**config.mk**
```make
export PLATFORM = sky130hd
export DESIGN_NAME = mm_memory_manager
export DESIGN_NICKNAME = d
export VERILOG_FILES = /design/src/rtl/mm_pkg.sv /design/src/rtl/mm_state_ctrl.sv /design/src/rtl/mm_cmd_issue.sv /design/src/rtl/mm_cfg_bank.sv /design/src/rtl/mm_burst_decode.sv /design/src/rtl/mm_memory_manager.sv
export SDC_FILE = /design/constraint.sdc
export NUM_CORES = 1
export LEC_CHECK = 0
export ABC_CLOCK_PERIOD_IN_PS = 4000
export BUFFER_PORTS_ARGS = -buffer_cell sky130_fd_sc_hd__buf_2
export CORE_MARGIN = 2
export CORE_UTILIZATION = 25
export CTS_BUF_LIST = sky130_fd_sc_hd__clkbuf_4 sky130_fd_sc_hd__clkbuf_8
export CTS_CLUSTER_DIAMETER = 80
export DETAILED_ROUTE_END_ITERATION = 16
export PLACE_DENSITY_LB_ADDON = 0.12
export REMOVE_ABC_BUFFERS = 1
export SYNTH_ARGS = -nofsm -noshare
export SYNTH_HDL_FRONTEND = slang
export SYNTH_SLANG_ARGS = --single-unit
```
**constraint.sdc**
```tcl
create_clock -name clk -period 4 [get_ports clk]
set_clock_uncertainty 0.05 [all_clocks]
set_input_delay 1.2 -clock clk [delete_from_list [all_inputs] [get_ports clk]]
set_output_delay 1.2 -clock clk [all_outputs]
set_load 0.1 [all_outputs]
```
**src/rtl/mm_pkg.sv**
```systemverilog
package mm_pkg;

  typedef enum logic [1:0] {
    ST_RESET  = 2'b00,
    ST_READY  = 2'b01,
    ST_LOWPWR = 2'b10
  } mm_state_e;

  typedef enum logic [1:0] {
    DC_REGUPD  = 2'b00,
    DC_MODEREG = 2'b01,
    DC_ACCESS  = 2'b10,
    DC_RSVD    = 2'b11
  } mm_dcmd_e;

  // control register bit positions
  localparam int CTL_LP_SET   = 0;
  localparam int CTL_LP_CLR   = 1;
  localparam int CTL_RUN      = 2;
  localparam int CTL_TO_RESET = 3;

  // opmode field positions
  localparam int OPM_BL_LSB = 0;
  localparam int OPM_AL_LSB = 3;

endpackage

```
**src/rtl/mm_state_ctrl.sv**
```systemverilog
module mm_state_ctrl
  import mm_pkg::*;
(
  input  logic       clk,
  input  logic       rst_n,
  input  logic       ctrl_wr,
  input  logic [3:0] ctrl_bits,
  input  logic       lp_req,
  input  logic       cmd_idle,
  output logic [1:0] state
);

  mm_state_e state_q, state_d;
  logic      lp_q;
  logic      pend_q, pend_d;
  logic      lp_rise, lp_fall;
  logic      want_reset, want_run, want_lp, want_wake;

  assign lp_rise    = lp_req & ~lp_q;
  assign lp_fall    = ~lp_req & lp_q;
  assign want_reset = ctrl_wr & ctrl_bits[CTL_TO_RESET];
  assign want_run   = ctrl_wr & ctrl_bits[CTL_RUN];
  assign want_lp    = (ctrl_wr & ctrl_bits[CTL_LP_SET]) | lp_rise;
  assign want_wake  = (ctrl_wr & ctrl_bits[CTL_LP_CLR]) | lp_fall;

  always_comb begin
    state_d = state_q;
    pend_d  = pend_q;
    unique case (state_q)
      ST_RESET: begin
        pend_d = 1'b0;
        if (want_run && !want_reset) state_d = ST_READY;
      end
      ST_READY: begin
        if (want_reset) begin
          state_d = ST_RESET;
          pend_d  = 1'b0;
        end else begin
          if (want_lp)   pend_d = 1'b1;
          if (want_wake) pend_d = 1'b0;
          if (pend_d && cmd_idle) begin
            state_d = ST_LOWPWR;
            pend_d  = 1'b0;
          end
        end
      end
      ST_LOWPWR: begin
        pend_d = 1'b0;
        if (want_reset)     state_d = ST_RESET;
        else if (want_wake) state_d = ST_READY;
      end
      default: begin
        state_d = ST_RESET;
        pend_d  = 1'b0;
      end
    endcase
  end

  always_ff @(posedge clk or negedge rst_n) begin
    if (!rst_n) begin
      state_q <= ST_RESET;
      pend_q  <= 1'b0;
      lp_q    <= 1'b0;
    end else begin
      state_q <= state_d;
      pend_q  <= pend_d;
      lp_q    <= lp_req;
    end
  end

  assign state = state_q;

endmodule

```
**src/rtl/mm_cmd_issue.sv**
```systemverilog
module mm_cmd_issue
  import mm_pkg::*;
#(
  parameter int NUM_CHIPS = 3,
  parameter int CHIP_W    = 2,
  parameter int CYC_W     = 24,
  parameter int OPM_W     = 16
) (
  input  logic              clk,
  input  logic              rst_n,
  input  logic              in_ready,
  input  logic              abort,
  input  logic              dc_wr,
  input  logic [CHIP_W+1:0] dc_data,
  input  logic [CYC_W-1:0]  hold_cyc,
  input  logic [OPM_W-1:0]  hold_opm,
  input  logic              cmd_done,
  output logic              busy,
  output logic              idle,
  output logic [CHIP_W-1:0] cmd_chip,
  output logic [1:0]        cmd_kind,
  output logic [CYC_W-1:0]  snap_cyc,
  output logic [OPM_W-1:0]  snap_opm,
  output logic              commit,
  output logic [CHIP_W-1:0] commit_chip,
  output logic [CYC_W-1:0]  commit_cyc,
  output logic [OPM_W-1:0]  commit_opm
);

  localparam logic [CHIP_W:0] NCH = (CHIP_W+1)'(NUM_CHIPS);

  logic              busy_q, busy_d;
  logic [CHIP_W-1:0] chip_q;
  logic [1:0]        kind_q;
  logic [CYC_W-1:0]  cyc_q;
  logic [OPM_W-1:0]  opm_q;

  logic [CHIP_W-1:0] dc_chip;
  mm_dcmd_e          dc_kind;
  logic              chip_ok, accept, reg_now, start, done_now;

  assign dc_chip  = dc_data[CHIP_W-1:0];
  assign dc_kind  = mm_dcmd_e'(dc_data[CHIP_W+1:CHIP_W]);
  assign chip_ok  = {1'b0, dc_chip} < NCH;
  assign accept   = dc_wr && in_ready && !busy_q && chip_ok;
  assign reg_now  = accept && (dc_kind == DC_REGUPD);
  assign start    = accept && ((dc_kind == DC_MODEREG) || (dc_kind == DC_ACCESS));
  assign done_now = busy_q && cmd_done && !abort;

  always_comb begin
    busy_d = busy_q;
    if (abort)         busy_d = 1'b0;
    else if (start)    busy_d = 1'b1;
    else if (done_now) busy_d = 1'b0;
  end

  always_ff @(posedge clk or negedge rst_n) begin
    if (!rst_n) busy_q <= 1'b0;
    else        busy_q <= busy_d;
  end

  // capture of the holding values at dispatch
  always_ff @(posedge clk or negedge rst_n) begin
    if (!rst_n) begin
      chip_q <= '0;
      kind_q <= '0;
      cyc_q  <= '0;
      opm_q  <= '0;
    end else if (start) begin
      chip_q <= dc_chip;
      kind_q <= dc_kind;
      cyc_q  <= hold_cyc;
      opm_q  <= hold_opm;
    end
  end

  assign commit      = reg_now || done_now;
  assign commit_chip = busy_q ? chip_q : dc_chip;
  assign commit_cyc  = busy_q ? cyc_q  : hold_cyc;
  assign commit_opm  = busy_q ? opm_q  : hold_opm;

  assign busy     = busy_q;
  assign idle     = !busy_q && !start;
  assign cmd_chip = chip_q;
  assign cmd_kind = kind_q;
  assign snap_cyc = cyc_q;
  assign snap_opm = opm_q;

endmodule

```
**src/rtl/mm_cfg_bank.sv**
```systemverilog
module mm_cfg_bank #(
  parameter int          MAX_CHIPS = 4,
  parameter int          NUM_CHIPS = 3,
  parameter int          CHIP_W    = 2,
  parameter int          CYC_W     = 24,
  parameter int          OPM_W     = 16,
  parameter int unsigned CYC_RST   = 32'h0000_A5A5,
  parameter int unsigned OPM_RST   = 32'h0000_0000
) (
  input  logic              clk,
  input  logic              rst_n,
  input  logic              commit,
  input  logic [CHIP_W-1:0] commit_chip,
  input  logic [CYC_W-1:0]  commit_cyc,
  input  logic [OPM_W-1:0]  commit_opm,
  input  logic [CHIP_W-1:0] rd_chip,
  output logic [CYC_W-1:0]  rd_cyc,
  output logic [OPM_W-1:0]  rd_opm
);

  logic [CYC_W-1:0] cyc_arr [MAX_CHIPS];
  logic [OPM_W-1:0] opm_arr [MAX_CHIPS];

  for (genvar g = 0; g < MAX_CHIPS; g++) begin : g_chip
    if (g < NUM_CHIPS) begin : g_live
      logic [CYC_W-1:0] cyc_q;
      logic [OPM_W-1:0] opm_q;
      logic             hit;

      assign hit = commit && (commit_chip == CHIP_W'(g));

      always_ff @(posedge clk or negedge rst_n) begin
        if (!rst_n) begin
          cyc_q <= CYC_W'(CYC_RST);
          opm_q <= OPM_W'(OPM_RST);
        end else if (hit) begin
          cyc_q <= commit_cyc;
          opm_q <= commit_opm;
        end
      end

      assign cyc_arr[g] = cyc_q;
      assign opm_arr[g] = opm_q;
    end else begin : g_absent
      assign cyc_arr[g] = '0;
      assign opm_arr[g] = '0;
    end
  end

  assign rd_cyc = cyc_arr[rd_chip];
  assign rd_opm = opm_arr[rd_chip];

endmodule

```
**src/rtl/mm_burst_decode.sv**
```systemverilog
module mm_burst_decode (
  input  logic [2:0] bl_code,
  input  logic [2:0] al_code,
  output logic [5:0] beats,
  output logic [6:0] split
);

  always_comb begin
    unique case (bl_code)
      3'b000:  beats = 6'd1;
      3'b001:  beats = 6'd4;
      3'b010:  beats = 6'd8;
      3'b011:  beats = 6'd16;
      3'b100:  beats = 6'd32;
      default: beats = 6'd0;  // continuous and reserved codes
    endcase
  end

  always_comb begin
    unique case (al_code)
      3'b001:  split = (bl_code == 3'b101) ? 7'd32 : {1'b0, beats};
      3'b010:  split = 7'd64;
      default: split = 7'd0;
    endcase
  end

endmodule

```
**src/rtl/mm_memory_manager.sv**
```systemverilog
module mm_memory_manager
  import mm_pkg::*;
#(
  parameter int          MAX_CHIPS = 4,
  parameter int          NUM_CHIPS = 3,
  parameter int          CYC_W     = 24,
  parameter int          OPM_W     = 16,
  parameter int          ADDR_W    = 8,
  parameter int unsigned CYC_RST   = 32'h0000_A5A5,
  parameter int unsigned OPM_RST   = 32'h0000_0000,
  localparam int         CHIP_W    = $clog2(MAX_CHIPS)
) (
  input  logic              clk,
  input  logic              rst_n,
  input  logic              psel,
  input  logic              penable,
  input  logic              pwrite,
  input  logic [ADDR_W-1:0] paddr,
  input  logic [31:0]       pwdata,
  output logic [31:0]       prdata,
  output logic              pready,
  input  logic              lp_req,
  output logic [1:0]        mgr_state,
  output logic              cmd_valid,
  output logic [1:0]        cmd_kind,
  output logic [CHIP_W-1:0] cmd_chip,
  output logic [CYC_W-1:0]  cmd_cycles,
  output logic [OPM_W-1:0]  cmd_opmode,
  output logic [5:0]        cmd_beats,
  output logic [6:0]        cmd_split,
  input  logic              cmd_done
);

  localparam logic [ADDR_W-1:0] A_CTRL    = ADDR_W'(8'h00);
  localparam logic [ADDR_W-1:0] A_DCMD    = ADDR_W'(8'h04);
  localparam logic [ADDR_W-1:0] A_HCYC    = ADDR_W'(8'h08);
  localparam logic [ADDR_W-1:0] A_HOPM    = ADDR_W'(8'h0C);
  localparam logic [ADDR_W-1:0] A_CFG     = ADDR_W'(8'h40);
  localparam logic [ADDR_W-1:0] A_CFG_END = ADDR_W'(8'h40 + 8 * MAX_CHIPS);
  localparam int                DC_W      = CHIP_W + 2;

  logic              is_ctrl, is_dcmd, is_hcyc, is_hopm;
  logic              wr_acc, ctrl_wr, dc_wr, dc_clean, abort;
  logic              st_ready, st_reset;
  logic              busy, idle;
  logic [CYC_W-1:0]  hold_cyc_q;
  logic [OPM_W-1:0]  hold_opm_q;
  logic              commit;
  logic [CHIP_W-1:0] commit_chip;
  logic [CYC_W-1:0]  commit_cyc;
  logic [OPM_W-1:0]  commit_opm;
  logic [ADDR_W-1:0] cfg_off;
  logic              rd_hit;
  logic [CHIP_W-1:0] rd_chip;
  logic [CYC_W-1:0]  rd_cyc;
  logic [OPM_W-1:0]  rd_opm;

  // address decode
  assign is_ctrl = (paddr == A_CTRL);
  assign is_dcmd = (paddr == A_DCMD);
  assign is_hcyc = (paddr == A_HCYC);
  assign is_hopm = (paddr == A_HOPM);

  assign st_ready = (mgr_state == ST_READY);
  assign st_reset = (mgr_state == ST_RESET);

  // wait only for a direct command that collides with an outstanding one
  assign pready   = !(psel && penable && pwrite && is_dcmd && busy);
  assign wr_acc   = psel && penable && pwrite && pready;
  assign ctrl_wr  = wr_acc && is_ctrl;
  assign dc_clean = (pwdata[31:DC_W] == '0);
  assign dc_wr    = wr_acc && is_dcmd && dc_clean;
  assign abort    = ctrl_wr && pwdata[CTL_TO_RESET] && !st_reset;

  // holding registers, writable only in Ready
  always_ff @(posedge clk or negedge rst_n) begin
    if (!rst_n) begin
      hold_cyc_q <= '0;
      hold_opm_q <= '0;
    end else begin
      if (wr_acc && is_hcyc && st_ready) hold_cyc_q <= pwdata[CYC_W-1:0];
      if (wr_acc && is_hopm && st_ready) hold_opm_q <= pwdata[OPM_W-1:0];
    end
  end

  mm_state_ctrl i_state (
    .clk       (clk),
    .rst_n     (rst_n),
    .ctrl_wr   (ctrl_wr),
    .ctrl_bits (pwdata[3:0]),
    .lp_req    (lp_req),
    .cmd_idle  (idle),
    .state     (mgr_state)
  );

  mm_cmd_issue #(
    .NUM_CHIPS (NUM_CHIPS),
    .CHIP_W    (CHIP_W),
    .CYC_W     (CYC_W),
    .OPM_W     (OPM_W)
  ) i_issue (
    .clk         (clk),
    .rst_n       (rst_n),
    .in_ready    (st_ready),
    .abort       (abort),
    .dc_wr       (dc_wr),
    .dc_data     (pwdata[DC_W-1:0]),
    .hold_cyc    (hold_cyc_q),
    .hold_opm    (hold_opm_q),
    .cmd_done    (cmd_done),
    .busy        (busy),
    .idle        (idle),
    .cmd_chip    (cmd_chip),
    .cmd_kind    (cmd_kind),
    .snap_cyc    (cmd_cycles),
    .snap_opm    (cmd_opmode),
    .commit      (commit),
    .commit_chip (commit_chip),
    .commit_cyc  (commit_cyc),
    .commit_opm  (commit_opm)
  );

  assign cmd_valid = busy;

  // read-back of working configuration
  assign cfg_off = paddr - A_CFG;
  assign rd_hit  = (paddr >= A_CFG) && (paddr < A_CFG_END) &&
                   (cfg_off[1:0] == 2'b00) &&
                   (cfg_off[ADDR_W-1:CHIP_W+3] == '0);
  assign rd_chip = cfg_off[CHIP_W+2:3];

  mm_cfg_bank #(
    .MAX_CHIPS (MAX_CHIPS),
    .NUM_CHIPS (NUM_CHIPS),
    .CHIP_W    (CHIP_W),
    .CYC_W     (CYC_W),
    .OPM_W     (OPM_W),
    .CYC_RST   (CYC_RST),
    .OPM_RST   (OPM_RST)
  ) i_bank (
    .clk         (clk),
    .rst_n       (rst_n),
    .commit      (commit),
    .commit_chip (commit_chip),
    .commit_cyc  (commit_cyc),
    .commit_opm  (commit_opm),
    .rd_chip     (rd_chip),
    .rd_cyc      (rd_cyc),
    .rd_opm      (rd_opm)
  );

  always_comb begin
    prdata = '0;
    if (rd_hit && !st_reset) begin
      if (cfg_off[2]) prdata = 32'(rd_opm);
      else            prdata = 32'(rd_cyc);
    end
  end

  mm_burst_decode i_decode (
    .bl_code (cmd_opmode[OPM_BL_LSB +: 3]),
    .al_code (cmd_opmode[OPM_AL_LSB +: 3]),
    .beats   (cmd_beats),
    .split   (cmd_split)
  );

endmodule

```
Word level (Yosys, flattened, before mapping)
Index checks and enable logic that the tools add are counted.

storage, ports and cells
  latch bits = 0
  memory bits (writable) = 0
  memories = 0
  input bits = 47
  ROM bits = 0
  register bits = 209
  output and inout port bits = 93

cells by class
  add/sub/neg operators = 1
  muxes and demuxes = 30
  equality and inequality tests = 19
  order comparisons = 4
  divide/modulo/power cells = 0
  bitwise operators = 11
  multipliers = 0
  reductions and logical operators = 49
  shifts and indexed selects = 0

operators with widths
  cell                                                                count
  two-way mux 24 bit                                                  5
  binary-select mux 24 bit (select 2 bit)                             1
  two-way mux 16 bit                                                  3
  binary-select mux 16 bit (select 2 bit)                             1
  logical AND 1 bit                                                   31
  case mux 6 bit (5 select lines)                                     1
  zero test 28 bit                                                    1
  equality test 8 x 4 -> 1 bit (second input constant)                2
  case mux 7 bit (2 select lines)                                     1
  two-way mux 2 bit                                                   6
  two-way mux 1 bit                                                   10
  equality test 3 x 2 -> 1 bit (second input constant)                3
  equality test 8 x 3 -> 1 bit (second input constant)                1
  greater-or-equal comparator 8 x 7 -> 1 bit (second input constant)  1
  zero test 2 bit                                                     4
  zero test 8 bit                                                     1
  less-than comparator 8 x 7 -> 1 bit (second input constant)         1
  subtractor 8 x 7 -> 8 bit (second input constant)                   1
  AND 1 bit                                                           6
  equality test 2 x 1 -> 1 bit (second input constant)                3
  equality test 2 bit (second input constant)                         3
  equality test 3 x 1 -> 1 bit (second input constant)                2
  equality test 3 bit (second input constant)                         2
  zero test 1 bit                                                     6
  other kinds (14)                                                    18

Logic depth before layout (Yosys ltp)
Gate-level depths: netlist of run 1.

  depth after elaboration = 18
  depth in mapped cells = 10

Hierarchy
A second synthesis of run 1 with hierarchy kept.

second synthesis, totals
  cells, all modules = 712
  area, all modules = 10188.5 um2

modules (own cells, without submodules)
  module             sequential area each (um2)  instances  cells an instance  area each (um2)
  mm_cfg_bank        3032.9                      1          349                5292.6
  mm_cmd_issue       1126.1                      1          152                2394.8
  mm_memory_manager  1001.0                      1          171                2143.3
  mm_state_ctrl      100.1                       1          22                 234.0
  mm_burst_decode    0.0                         1          18                 123.9

Worst setup path after synthesis of run 1
Ideal clock, no wire load.

  path type = in2out
  from = in paddr[4]
  to = out prdata[12]
  buffers on the path = 3
  arrival = 4815 ps
  path slack = -2065 ps
  stages = 6
  cells stage by stage = clkbuf_1 clkbuf_1 nor2_1 clkbuf_1 a21oi_1 a211oi_1

on the way
  word-level cells in the longest chain between the ends = 7

RTL lines
  element                                                                                             line                                  source
  start, declared                                                                                     mm_memory_manager.sv:18               input logic [ADDR_W-1:0] paddr,
  subtractor 8 x 7 -> 8 bit                                                                           mm_memory_manager.sv:126              assign cfg_off = paddr - A_CFG;
  NOT 2 -> 3 bit (not written as such)                                                                mm_cfg_bank.sv:50, mm_cfg_bank.sv:51
  binary-select mux 24 bit (select 2 bit) or binary-select mux 16 bit (select 2 bit) (tied branches)  mm_cfg_bank.sv:50, mm_cfg_bank.sv:51
  two-way mux 24 bit (not written as such) or two-way mux 16 bit (tied branches) (2 in a row)         mm_cfg_bank.sv:50, mm_cfg_bank.sv:51
  two-way mux 24 bit                                                                                  mm_memory_manager.sv:155              if (cfg_off[2]) prdata = 32'(rd_opm);
  two-way mux 24 bit *                                                                                mm_memory_manager.sv:154              if (rd_hit && !st_reset) begin
  end, declared                                                                                       mm_memory_manager.sv:20               output logic [31:0] prdata,

Mark *: on every way between the ends. The rest lies on a longest branch, timed or not. The select of a mux whose other input is x is not followed.

Final worst setup path of run 1
  from = in paddr[5]
  to = out prdata[20]

on the way
  word-level cells in the longest chain between the ends = 6

RTL lines
  element                                                                            line                      source
  parallel branches: the longest is 3 deep, another holds subtractor 8 x 7 -> 8 bit  n/a
  logical AND 1 bit *                                                                mm_memory_manager.sv:128  (cfg_off[1:0] == 2'b00) &&
  logical AND 1 bit *                                                                mm_memory_manager.sv:154
  two-way mux 24 bit *                                                               mm_memory_manager.sv:154

Every way passes the cells marked *.

==> results of run 1 <==
[power groups by stage]
stage	clock (uW)	sequential [uW]	combinational [uW]
after floorplan	0	2160	72.2
after global placement	0	2150	243
after detailed placement	0	2150	240
after CTS	2360	2120	245
after global routing	2470	2120	267
final	2280	2120	243
[sequential cells by signal, indices dropped and copies added (netlist names)]
signal	cells
i_bank.g_chip.g_live.cyc_q	72
i_bank.g_chip.g_live.opm_q	48
hold_cyc_q	24
i_issue.snap_cyc	24
hold_opm_q	16
i_issue.snap_opm	16
i_issue.cmd_chip	2
i_issue.cmd_kind	2
i_state.state	2
i_issue.busy	1
i_state.lp_q	1
i_state.pend_q	1
[worst min path at each step]
stage | from | endpoint | slack [ps] | depth (start not counted)
after floorplan | i_bank.g_chip[2].g_live.cyc_q[12]$_DFFE_PN0P_ | i_bank.g_chip[2].g_live.cyc_q[12]$_DFFE_PN0P_ | 400 | 1
after global placement | i_bank.g_chip[2].g_live.cyc_q[9]$_DFFE_PN0P_ | i_bank.g_chip[2].g_live.cyc_q[9]$_DFFE_PN0P_ | 410 | 1
after detailed placement | i_bank.g_chip[2].g_live.opm_q[14]$_DFFE_PN0P_ | i_bank.g_chip[2].g_live.opm_q[14]$_DFFE_PN0P_ | 420 | 1
after CTS | i_bank.g_chip[2].g_live.opm_q[14]$_DFFE_PN0P_ | i_bank.g_chip[2].g_live.opm_q[14]$_DFFE_PN0P_ | 440 | 1
after global routing | i_bank.g_chip[2].g_live.opm_q[14]$_DFFE_PN0P_ | i_bank.g_chip[2].g_live.opm_q[14]$_DFFE_PN0P_ | 440 | 1
final | i_bank.g_chip[2].g_live.opm_q[14]$_DFFE_PN0P_ | i_bank.g_chip[2].g_live.opm_q[14]$_DFFE_PN0P_ | 430 | 1
[cells in the final DEF (no fill, tap or decap), types with 4 or more instances in the layout]
| cell type | instances |
|---|---|
| buf_2 | 100 |
| a22oi_1 | 4 |
| nor3_1 | 4 |
| buf_4 | 46 |
| conb_1 | 10 |
| nand2_1 | 9 |
| mux4_2 | 8 |
| inv_1 | 7 |
| nor2_4 | 18 |
| dfrtp_1 | 184 |
| mux2_2 | 180 |
| mux2_1 | 80 |
| dfstp_2 | 24 |
| nor3b_1 | 5 |
| a21oi_1 | 19 |
| nor4_1 | 9 |
| buf_6 | 8 |
| clkbuf_8 | 47 |
| mux2i_1 | 18 |
| buf_12 | 38 |
| or4_1 | 6 |
| a221oi_1 | 7 |
| clkbuf_4 | 22 |
| a211oi_2 | 4 |
| a22oi_2 | 4 |
| nor2_1 | 26 |
[cell usage after synthesis (6+ instances only)]
cell	n
a211oi_1	6
a21oi_1	20
a221oi_1	7
a22oi_1	8
buf_2	15
buf_4	12
clkbuf_1	21
dfrtp_1	185
dfstp_2	24
inv_1	9
mux2_1	80
mux2_2	180
mux2i_1	18
mux4_2	8
nand2_1	10
nor2_1	45
nor4_1	9
or4_1	6
[critical path, cell delays in order]
cell and delay (ps):
buf_6 90, or3_4 390, nor3_4 250, buf_6 150, nand2_8 60, or2_4 350
nor2_4 160, buf_12 180
[metal layers]
layer,up-vias,track usage
li1,3047,-
met4,0,0.03337
met3,40,0.02472
met1,3434,0.2161
met5,-,0
met2,156,0.2254
[through the flow]
stage          std cells  hold WS [ps]  TNS (ps)  instance area [um^2]
2_1_floorplan        682         402.2   -143490                  9622
3_3_place_gp        1394         413.3     -6676                 11960
3_5_place_dp        1394         422.8     -7096                 11960
4_1_cts             1468         435.5     -1644                 13070
5_1_grt             1468         440.5     -2075                 13150
6_report            1468         431.0    -951.4                 13150
[layout make-up]
class	count	share of cell area
Tap cell	518	0.04928
Clock buffer	68	0.06069
Multi-Input combinational cell	463	0.3506
Sequential cell	209	0.4000
Clock inverter	6	0.005137
Inverter	10	0.003044
Timing Repair Buffer	194	0.1312
[repair_timing]
action	4_1_cts	5_1_grt
cloned	1	0
setup buffers	2	1
setup endpoints to repair	25	25
pin swaps	22	12
resized for setup	53	22
[logic make-up after synthesis]
logic type,Yosys count,synth area share
AO/OA/AOI/OAI,62,0.04366
adder cells (fa/ha/maj),2,0.002530
buffers and inverters,65,0.03416
flip-flops,209,0.5319
multiplexers,286,0.3325
other,1,0.0003792
AND/OR/NAND/NOR,103,0.05479
==> impl_metrics.env, run 1 <==
export IMPL_yosys_warnings=0
export IMPL_fin_crit_ps=4096
export IMPL_initial_utilization=0.2547
export IMPL_pwr_share_comb=0.052
export IMPL_hold_path_class="flop to flop"
export IMPL_dieWidth_um=202.9
export IMPL_wl_per_cell_um=20.47
export IMPL_hold_viol=0
export IMPL_via_per_inst=4.548
export IMPL_pwr_share_clk=0.491
export IMPL_reg2reg_slack_ps=1010
export IMPL_critPathArrivalTime_ps=2850
export IMPL_crit_fanout=8
export IMPL_clk_pin_slew_worst_paths_ps=60
export IMPL_p_total_uw=4637
export IMPL_netlist_top_cells_area="dfrtp_1, mux2_2, mux2_1"
export IMPL_p_int_uw=3515
export IMPL_drive_above_1_share=0.5526
export IMPL_post_route_util=0.3387
export IMPL_ant_nets=0
export IMPL_setup_ws_ps=-96.17
export IMPL_p_per_area_mw_per_mm2=352.6
export IMPL_wirelength_met1_um=15060
export IMPL_place_hpwl_um=19910
export IMPL_cts_sinks=209
export IMPL_synth_area_mm2=0.009888
export IMPL_grt_pass1_vias=7035
export IMPL_firstDrtPassIters=4
export IMPL_fillers=3886
export IMPL_coreArea_mm2=0.03883
export IMPL_cts_buffers=40
export IMPL_cts_root_buf="clkbuf_8"
export IMPL_worstSetupPathType="primary input to output port"
export IMPL_ir_drop_v=0.0001778
export IMPL_r2r_start="i_state.state[1]$_DFFE_PN0P_"
export IMPL_gp_congestion=0.7375
export IMPL_yosysTopAreaCellShare=0.4682
export IMPL_cts_htree_levels=2
export IMPL_grt_pass1_wl_um=45750
export IMPL_hold_buffers=0
export IMPL_multi_input_area_mm2=0.004612
export IMPL_antennaDiodeCount=0
export IMPL_slew_headroom=0.5023
export IMPL_swShare=0.2420
export IMPL_crit_path_end_kind="output port"
export IMPL_reg2reg_to="i_bank.g_chip[1].g_live.opm_q[1]$_DFFE_PN0P_"
export IMPL_synth_edf_count=0
export IMPL_synth_top_area_cell="dfrtp_1"
export IMPL_synth_cell_types=55
export IMPL_cts_buffer_depth=3
export IMPL_portBuffers=129
export IMPL_endpoint="prdata[20]"
export IMPL_met2_wirelength_um=13280
export IMPL_worstSkewPairLatency_ps=550
export IMPL_violations="setup timing"
export IMPL_met3_length_um=1264
export IMPL_grt_overflow_total=0
export IMPL_reg2reg_depth=6
export IMPL_worstMarginPinSlew_ps=727.8
export IMPL_drt_wl_total_um=30050
export IMPL_syn_area_per_cell_um2=13.58
export IMPL_worstPathRequired_ps=2750
export IMPL_regArea_mm2=0.005261
export IMPL_ys_seq_elements=209
export IMPL_max_freq_mhz=244.1
export IMPL_setup_violations=15
export IMPL_routed_top_layer="met4"
export IMPL_grt_max_degree=70
export IMPL_pwr_share_seq=0.457
export IMPL_final_max_slew_violation_count=0
export IMPL_rsz0062_at_grt="true"
export IMPL_fp_dieH_um=202.9
export IMPL_cts_tree="built"
export IMPL_syn_inst=728
export IMPL_final_nets=967
export IMPL_status="finished, violations left"
export IMPL_track_usage=0.1471
export IMPL_antenna_found_initial=0
export IMPL_crit_start="paddr[5]"
export IMPL_cap_violations=0
export IMPL_vias=6677
export IMPL_synthFlopType="dfrtp_1"
export IMPL_p_sw_uw=1122
export IMPL_io_pins=140
export IMPL_ys_seq_area_frac=0.5319
export IMPL_dieArea_mm2=0.04116
export IMPL_detailedPlace_worstSlack_ps=-390.6
export IMPL_startpoint_type="primary input"
export IMPL_power_leakage_uw=0.006347
export IMPL_rows=72
export IMPL_drt_drc_violations_left=0
export IMPL_finalCritPeriodShare=1.024
export IMPL_synthToLayoutAreaGrowth_pct=33.01
export IMPL_synthArstFlopShare=1.000
export IMPL_drtIter0Drc=322
Power figures use the tool's default switching activity.
==> inputs of run 2 (changes only) <==
==> constraint.sdc (replaced) <==
create_clock -name clk -period 4 [get_ports clk]
set_clock_uncertainty 0.05 [all_clocks]
set_input_delay 1.2 -clock clk [delete_from_list [all_inputs] [get_ports clk]]
set_output_delay 1.2 -clock clk [all_outputs]
set_load 0.01 [all_outputs]
==> run 2 against run 1 <==
Net effect: the flow now finishes without violations; total power down 1.9%; first-iteration DRC count is 16% lower; non-clock buffer count shrank 19; critical path type unchanged.
==> impl_metrics.env, run 2 (synthesis results as in run 1) <==
export IMPL_path_cells="buf_2, or3_4, nor3_2, buf_4, nand2_4, buf_2, a211oi_2, buf_2"
export IMPL_reg2reg_to="i_bank.g_chip[0].g_live.opm_q[4]$_DFFE_PN0P_"
export IMPL_final_max_slew_violation_count=0
export IMPL_fp_dieH_um=202.9
export IMPL_cts_sinks=209
export IMPL_via_per_inst=4.539
export IMPL_drt_wl_total_um=29590
export IMPL_top_register="i_bank.g_chip.g_live.cyc_q"
export IMPL_dieWidth_um=202.9
export IMPL_max_freq_mhz=253.9
export IMPL_mostFrequentLayoutCells="dfrtp_1, mux2_2, buf_2, mux2_1, clkbuf_8"
export IMPL_detailedPlace_worstSlack_ps=-263.8
export IMPL_p_int_uw=3488
export IMPL_fin_crit_ps=3938
export IMPL_crit_slowest_cell="or3_4"
export IMPL_dieArea_mm2=0.04116
export IMPL_hold_path_class="flop to flop"
export IMPL_setup_violations=0
export IMPL_worstSetupPathType="primary input to output port"
export IMPL_hold_viol=0
export IMPL_grt_overflow_total=0
export IMPL_cts_tree="built"
export IMPL_crit_path_end_kind="output port"
export IMPL_initial_utilization=0.2547
export IMPL_rsz0062_at_grt="false"
export IMPL_pwr_share_comb=0.042
export IMPL_p_total_uw=4547
export IMPL_ir_drop_v=0.0002256
export IMPL_synthToLayoutAreaGrowth_pct=25.61
export IMPL_finalCritPeriodShare=0.9846
export IMPL_startpoint_type="primary input"
export IMPL_final_nets=948
export IMPL_worstPathRequired_ps=2750
export IMPL_min_path_cells=1
export IMPL_hold_buffers=0
export IMPL_swShare=0.2330
export IMPL_gp_congestion=0.7300
export IMPL_p_sw_uw=1059
export IMPL_place_hpwl_um=19500
export IMPL_largest_reg_flops=72
export IMPL_io_pins=140
export IMPL_coreArea_mm2=0.03883
export IMPL_cts_htree_levels=2
export IMPL_final_cell_count_no_fill=1448
export IMPL_tns_ps=0
export IMPL_worstSkewPairLatency_ps=530
export IMPL_cts_buffer_depth=3
export IMPL_cts_root_buf="clkbuf_8"
export IMPL_path_common_cell="buf_2"
export IMPL_crit_fanout=4
export IMPL_drt_drc_violations_left=0
export IMPL_min_delay_worst_endpoint="i_bank.g_chip[2].g_live.cyc_q[6]$_DFFE_PN0P_"
export IMPL_post_route_util=0.3199
export IMPL_dpl_cell_count=1374
export IMPL_power_leakage_uw=0.006154
export IMPL_track_usage=0.1461
export IMPL_pwr_share_clk=0.492
export IMPL_drive_above_1_share=0.5178
export IMPL_slew_headroom=0.5335
export IMPL_grt_pass1_wl_um=45320
export IMPL_ant_nets=0
export IMPL_wl_per_cell_um=20.43
export IMPL_worstMarginPinSlew_ps=682.0
export IMPL_cpPeakStageDelay_ps=380
export IMPL_clk_pin_slew_worst_paths_ps=60
export IMPL_final_common_cell="dfrtp_1"
export IMPL_rows=72
export IMPL_drtIter0Drc=272
export IMPL_holdCritStartpoint="i_bank.g_chip[2].g_live.cyc_q[6]$_DFFE_PN0P_"
export IMPL_reg2reg_slack_ps=1120
export IMPL_vias=6572
export IMPL_cap_violations=0
export IMPL_antenna_found_initial=1
export IMPL_r2r_start="i_state.state[1]$_DFFE_PN0P_"
export IMPL_firstDrtPassIters=6
export IMPL_cts_buffers=40
export IMPL_p_per_area_mw_per_mm2=366.1
export IMPL_reg2reg_depth=6
export IMPL_reg_top3="i_bank.g_chip.g_live.cyc_q (72), i_bank.g_chip.g_live.opm_q (48)"
export IMPL_critPathArrivalTime_ps=2690
export IMPL_setup_ws_ps=61.66
export IMPL_grt_max_degree=76
export IMPL_pwr_share_seq=0.466
export IMPL_status="finished, final reports clean"
export IMPL_portBuffers=129
export IMPL_grt_pass1_vias=6948
==> run 2: cell count changes in the layout (fill, tap and decap cells not counted), sizes merged <==
| cell | previous run | this run |
|---|---|---|
| inv | 11 | 10 |
| clkbuf | 69 | 71 |
| bufinv | 1 | 0 |
| diode | 0 | 1 |
| clkinv | 3 | 1 |
| buf | 193 | 174 |
==> run 2: power groups by stage <==
stage / Clock [uW] / Combinational [uW] / Sequential, uW
3_3_place_gp: 0 / 196 / 2150
4_1_cts: 2340 / 198 / 2120
2_1_floorplan: 0 / 35.7 / 2160
6_report: 2240 / 191 / 2120
5_1_grt: 2440 / 213 / 2120
3_5_place_dp: 0 / 195 / 2150
==> run 2: worst max-delay path: cells and delay by family <==
family	cells	cell delay (ps)
buf+inv	4	640
compound gates	1	220
simple gates	3	610
==> run 2: worst max path at each step <==
stage | to | slack, ps | cells after the start | startpoint
global route | prdata[8] | 2 | 8 | paddr[1]
finish | prdata[8] | 60 | 8 | paddr[1]
CTS | prdata[5] | -4 | 8 | paddr[1]
global placement | prdata[5] | -290 | 8 | paddr[1]
floorplan | i_bank.g_chip[0].g_live.cyc_q[11]$_DFFE_PN0P_ | -800 | 5 | pwdata[5]
detailed placement | prdata[5] | -260 | 8 | paddr[1]
==> run 2: per-layer routing <==
metal / GRT usage / routed length, um / up-vias
met3: 0.02648 / 1419 / 41
met4: 0.03311 / 467 / 0
met1: 0.2124 / 14580 / 3353
met5: 0 / 0 / -
met2: 0.2252 / 13120 / 169
li1: - / - / 3009
==> run 2: final cells by class <==
cell class,instances,area [um^2]
sequential,209,5261
tap,518,648.1
inverter,10,37.54
fill,3937,26410
antenna,1,2.502
timing repair buffer,175,1171
clock buffer,70,838.3
clock inverter,2,16.27
multi-input combinational,463,4446
==> run 2: what timing repair did <==
action | in CTS | in global routing
buffers inserted | 0 | 0
endpoints found under the setup margin | 15 | 5
cloned | 1 | 0
pin swaps | 1 | 1
gates resized for setup | 16 | 4
endpoints found under the hold margin | 0 | 0
==> run 2: per-stage QoR <==
step	hold slack (ps)	instance area [um^2]
3_5_place_dp	418.5	11470
5_1_grt	448.8	12420
6_report	432.4	12420
2_1_floorplan	402.2	9622
4_1_cts	436.8	12400
3_3_place_gp	416.5	11470
==> inputs of run 3 (changes only) <==
CORE_ASPECT_RATIO = 1.2   (was not set)
==> run 3 against run 2 <==
Net effect: non-clock buffer count rose by 5; critical path depth fell by 1; clock-buffer cell count fell by 3; fmax rose by 1.7%; combinational power rose by 2%; largest cell class unchanged; final area barely moved; largest power group unchanged; sequential share of layout area barely moved; highest routed layer unchanged; setup slack improved by 64 ps; critical endpoint is now prdata[9]; register-to-register slack improved by 60 ps.
==> impl_metrics.env, run 3 (synthesis results as in run 1) <==
export IMPL_drtIter0Drc=275
export IMPL_place_hpwl_um=20770
export IMPL_startpoint_type="primary input"
export IMPL_coreArea_mm2=0.03894
export IMPL_hold_viol=0
export IMPL_slew_headroom=0.5525
export IMPL_cts_tree="built"
export IMPL_dieWidth_um=185.6
export IMPL_antenna_found_initial=1
export IMPL_drt_wl_total_um=29780
export IMPL_reg2reg_to="i_bank.g_chip[1].g_live.cyc_q[18]$_DFFE_PN0P_"
export IMPL_cts_sinks=209
export IMPL_final_common_cell="dfrtp_1"
export IMPL_synthToLayoutAreaGrowth_pct=25.71
export IMPL_worstSetupPathType="primary input to output port"
export IMPL_grt_overflow_total=0
export IMPL_drt_drc_violations_left=0
export IMPL_finalCritPeriodShare=0.9685
export IMPL_fp_dieH_um=221.9
export IMPL_initial_utilization=0.2539
export IMPL_reg_top3="i_bank.g_chip.g_live.cyc_q (72), i_bank.g_chip.g_live.opm_q (48)"
export IMPL_cts_buffers=39
export IMPL_cts_htree_levels=2
export IMPL_grt_pass1_vias=7022
export IMPL_final_max_slew_violation_count=0
export IMPL_grt_pass1_wl_um=45350
export IMPL_clk_pin_slew_worst_paths_ps=60
export IMPL_power_leakage_uw=0.006164
export IMPL_fin_crit_ps=3874
export IMPL_design_area_mm2=0.01243
export IMPL_p_per_area_mw_per_mm2=364.2
export IMPL_via_per_inst=4.458
export IMPL_largest_reg_flops=72
export IMPL_path_common_cell="buf_2"
export IMPL_min_path_cells=1
export IMPL_gp_congestion=0.7266
export IMPL_worstMarginPinSlew_ps=671.2
export IMPL_crit_slowest_cell="mux4_2"
export IMPL_ir_drop_v=0.0001731
export IMPL_tns_ps=0
export IMPL_cts_setup_buffers=0
export IMPL_worstSkewPairLatency_ps=560
export IMPL_rsz0062_at_grt="false"
export IMPL_cts_root_buf="clkbuf_8"
export IMPL_fillers=4019
export IMPL_crit_path_end_kind="output port"
export IMPL_dieArea_mm2=0.04117
export IMPL_max_freq_mhz=258.1
export IMPL_path_cells="buf_2, buf_12, mux4_2, a22oi_1, buf_4, nor2_1, buf_2"
export IMPL_critPathArrivalTime_ps=2620
export IMPL_reg2reg_slack_ps=1180
export IMPL_track_usage=0.1476
export IMPL_cap_violations=0
export IMPL_hold_path_class="flop to flop"
export IMPL_worstPathRequired_ps=2750
export IMPL_final_nets=952
export IMPL_crit_fanout=9
export IMPL_mostFrequentLayoutCells="dfrtp_1, mux2_2, buf_2, mux2_1, clkbuf_8"
export IMPL_top_register="i_bank.g_chip.g_live.cyc_q"
export IMPL_rows=79
export IMPL_portBuffers=129
export IMPL_status="finished, final reports clean"
export IMPL_io_pins=140
export IMPL_ant_nets=0
export IMPL_p_total_uw=4527
export IMPL_setup_violations=0
export IMPL_min_delay_worst_endpoint="i_bank.g_chip[2].g_live.opm_q[15]$_DFFE_PN0P_"
export IMPL_cpPeakStageDelay_ps=500
export IMPL_reg2reg_depth=8
export IMPL_firstDrtPassIters=4
export IMPL_wl_per_cell_um=20.38
export IMPL_holdCritStartpoint="i_bank.g_chip[2].g_live.opm_q[15]$_DFFE_PN0P_"
export IMPL_cts_buffer_depth=3
export IMPL_vias=6513
export IMPL_r2r_start="i_issue.busy$_DFFE_PN0P_"
export IMPL_placed_area_mm2=0.01152
export IMPL_drive_above_1_share=0.5171
export IMPL_grt_max_degree=81
-- run 3: critical path, delay by kind of cell --
kind                   cells  cell delay, ps
multiplexers               1             500
AO/OA/AOI/OAI              1             240
buffers and inverters      4             630
AND/OR/NAND/NOR            1              30
-- run 3: layer usage --
metal / track usage / vias to the layer above / share of wire
li1: - / 3017 / -
met5: 0 / - / 0
met3: 0.02365 / 43 / 0.033
met1: 0.1873 / 3330 / 0.44
met4: 0.04293 / 0 / 0.020
met2: 0.2567 / 123 / 0.51
-- run 3: what timing repair did --
action,4_1_cts,5_1_grt
endpoints found under the setup margin,13,13
pin swaps,0,0
hold buffers,0,0
resized for setup,6,6
-- run 3: through the flow --
stage,std cells,utilization,setup slack (ps),hold slack (ps)
2_1_floorplan,682,-,-804.3,402.2
6_report,1461,0.3192,126.0,429.3
3_3_place_gp,1388,0.2959,-274.3,414.1
3_5_place_dp,1388,0.2959,-249.1,418.4
5_1_grt,1461,0.3192,19.02,448.0
4_1_cts,1460,0.3184,5.373,431.0
-- run 3: layout make-up --
class	count	area, um^2	share of cell area
Sequential cell	209	5261	0.4233
Multi-Input combinational cell	463	4418	0.3554
Timing Repair Buffer	180	1209	0.09723
Clock buffer	67	809.5	0.06512
Tap cell	526	658.1	0.05294
Inverter	10	37.54	0.003020
Clock inverter	5	35.03	0.002818
Antenna cell	1	2.502	0.0002013
-- run 3: worst max path at each step --
stage                                                          to  startpoint  slack (ps)  cells after the start
floorplan           i_bank.g_chip[0].g_live.cyc_q[11]$_DFFE_PN0P_   pwdata[5]        -800                      5
global placement                                           pready    paddr[4]        -270                      7
detailed placement                                         pready    paddr[4]        -250                      7
CTS                                                     prdata[5]    paddr[1]           5                      7
global route                                            prdata[9]    paddr[4]          20                      7
finish                                                  prdata[9]    paddr[4]         130                      7
-- run 3: report_power, final --
| part | switching, uW | leakage, uW | internal [uW] |
|---|---|---|---|
| registers | 0.619 | 0.00282 | 2120 |
| clock network | 941 | 0.000440 | 1270 |
| logic | 133 | 0.00290 | 62.4 |
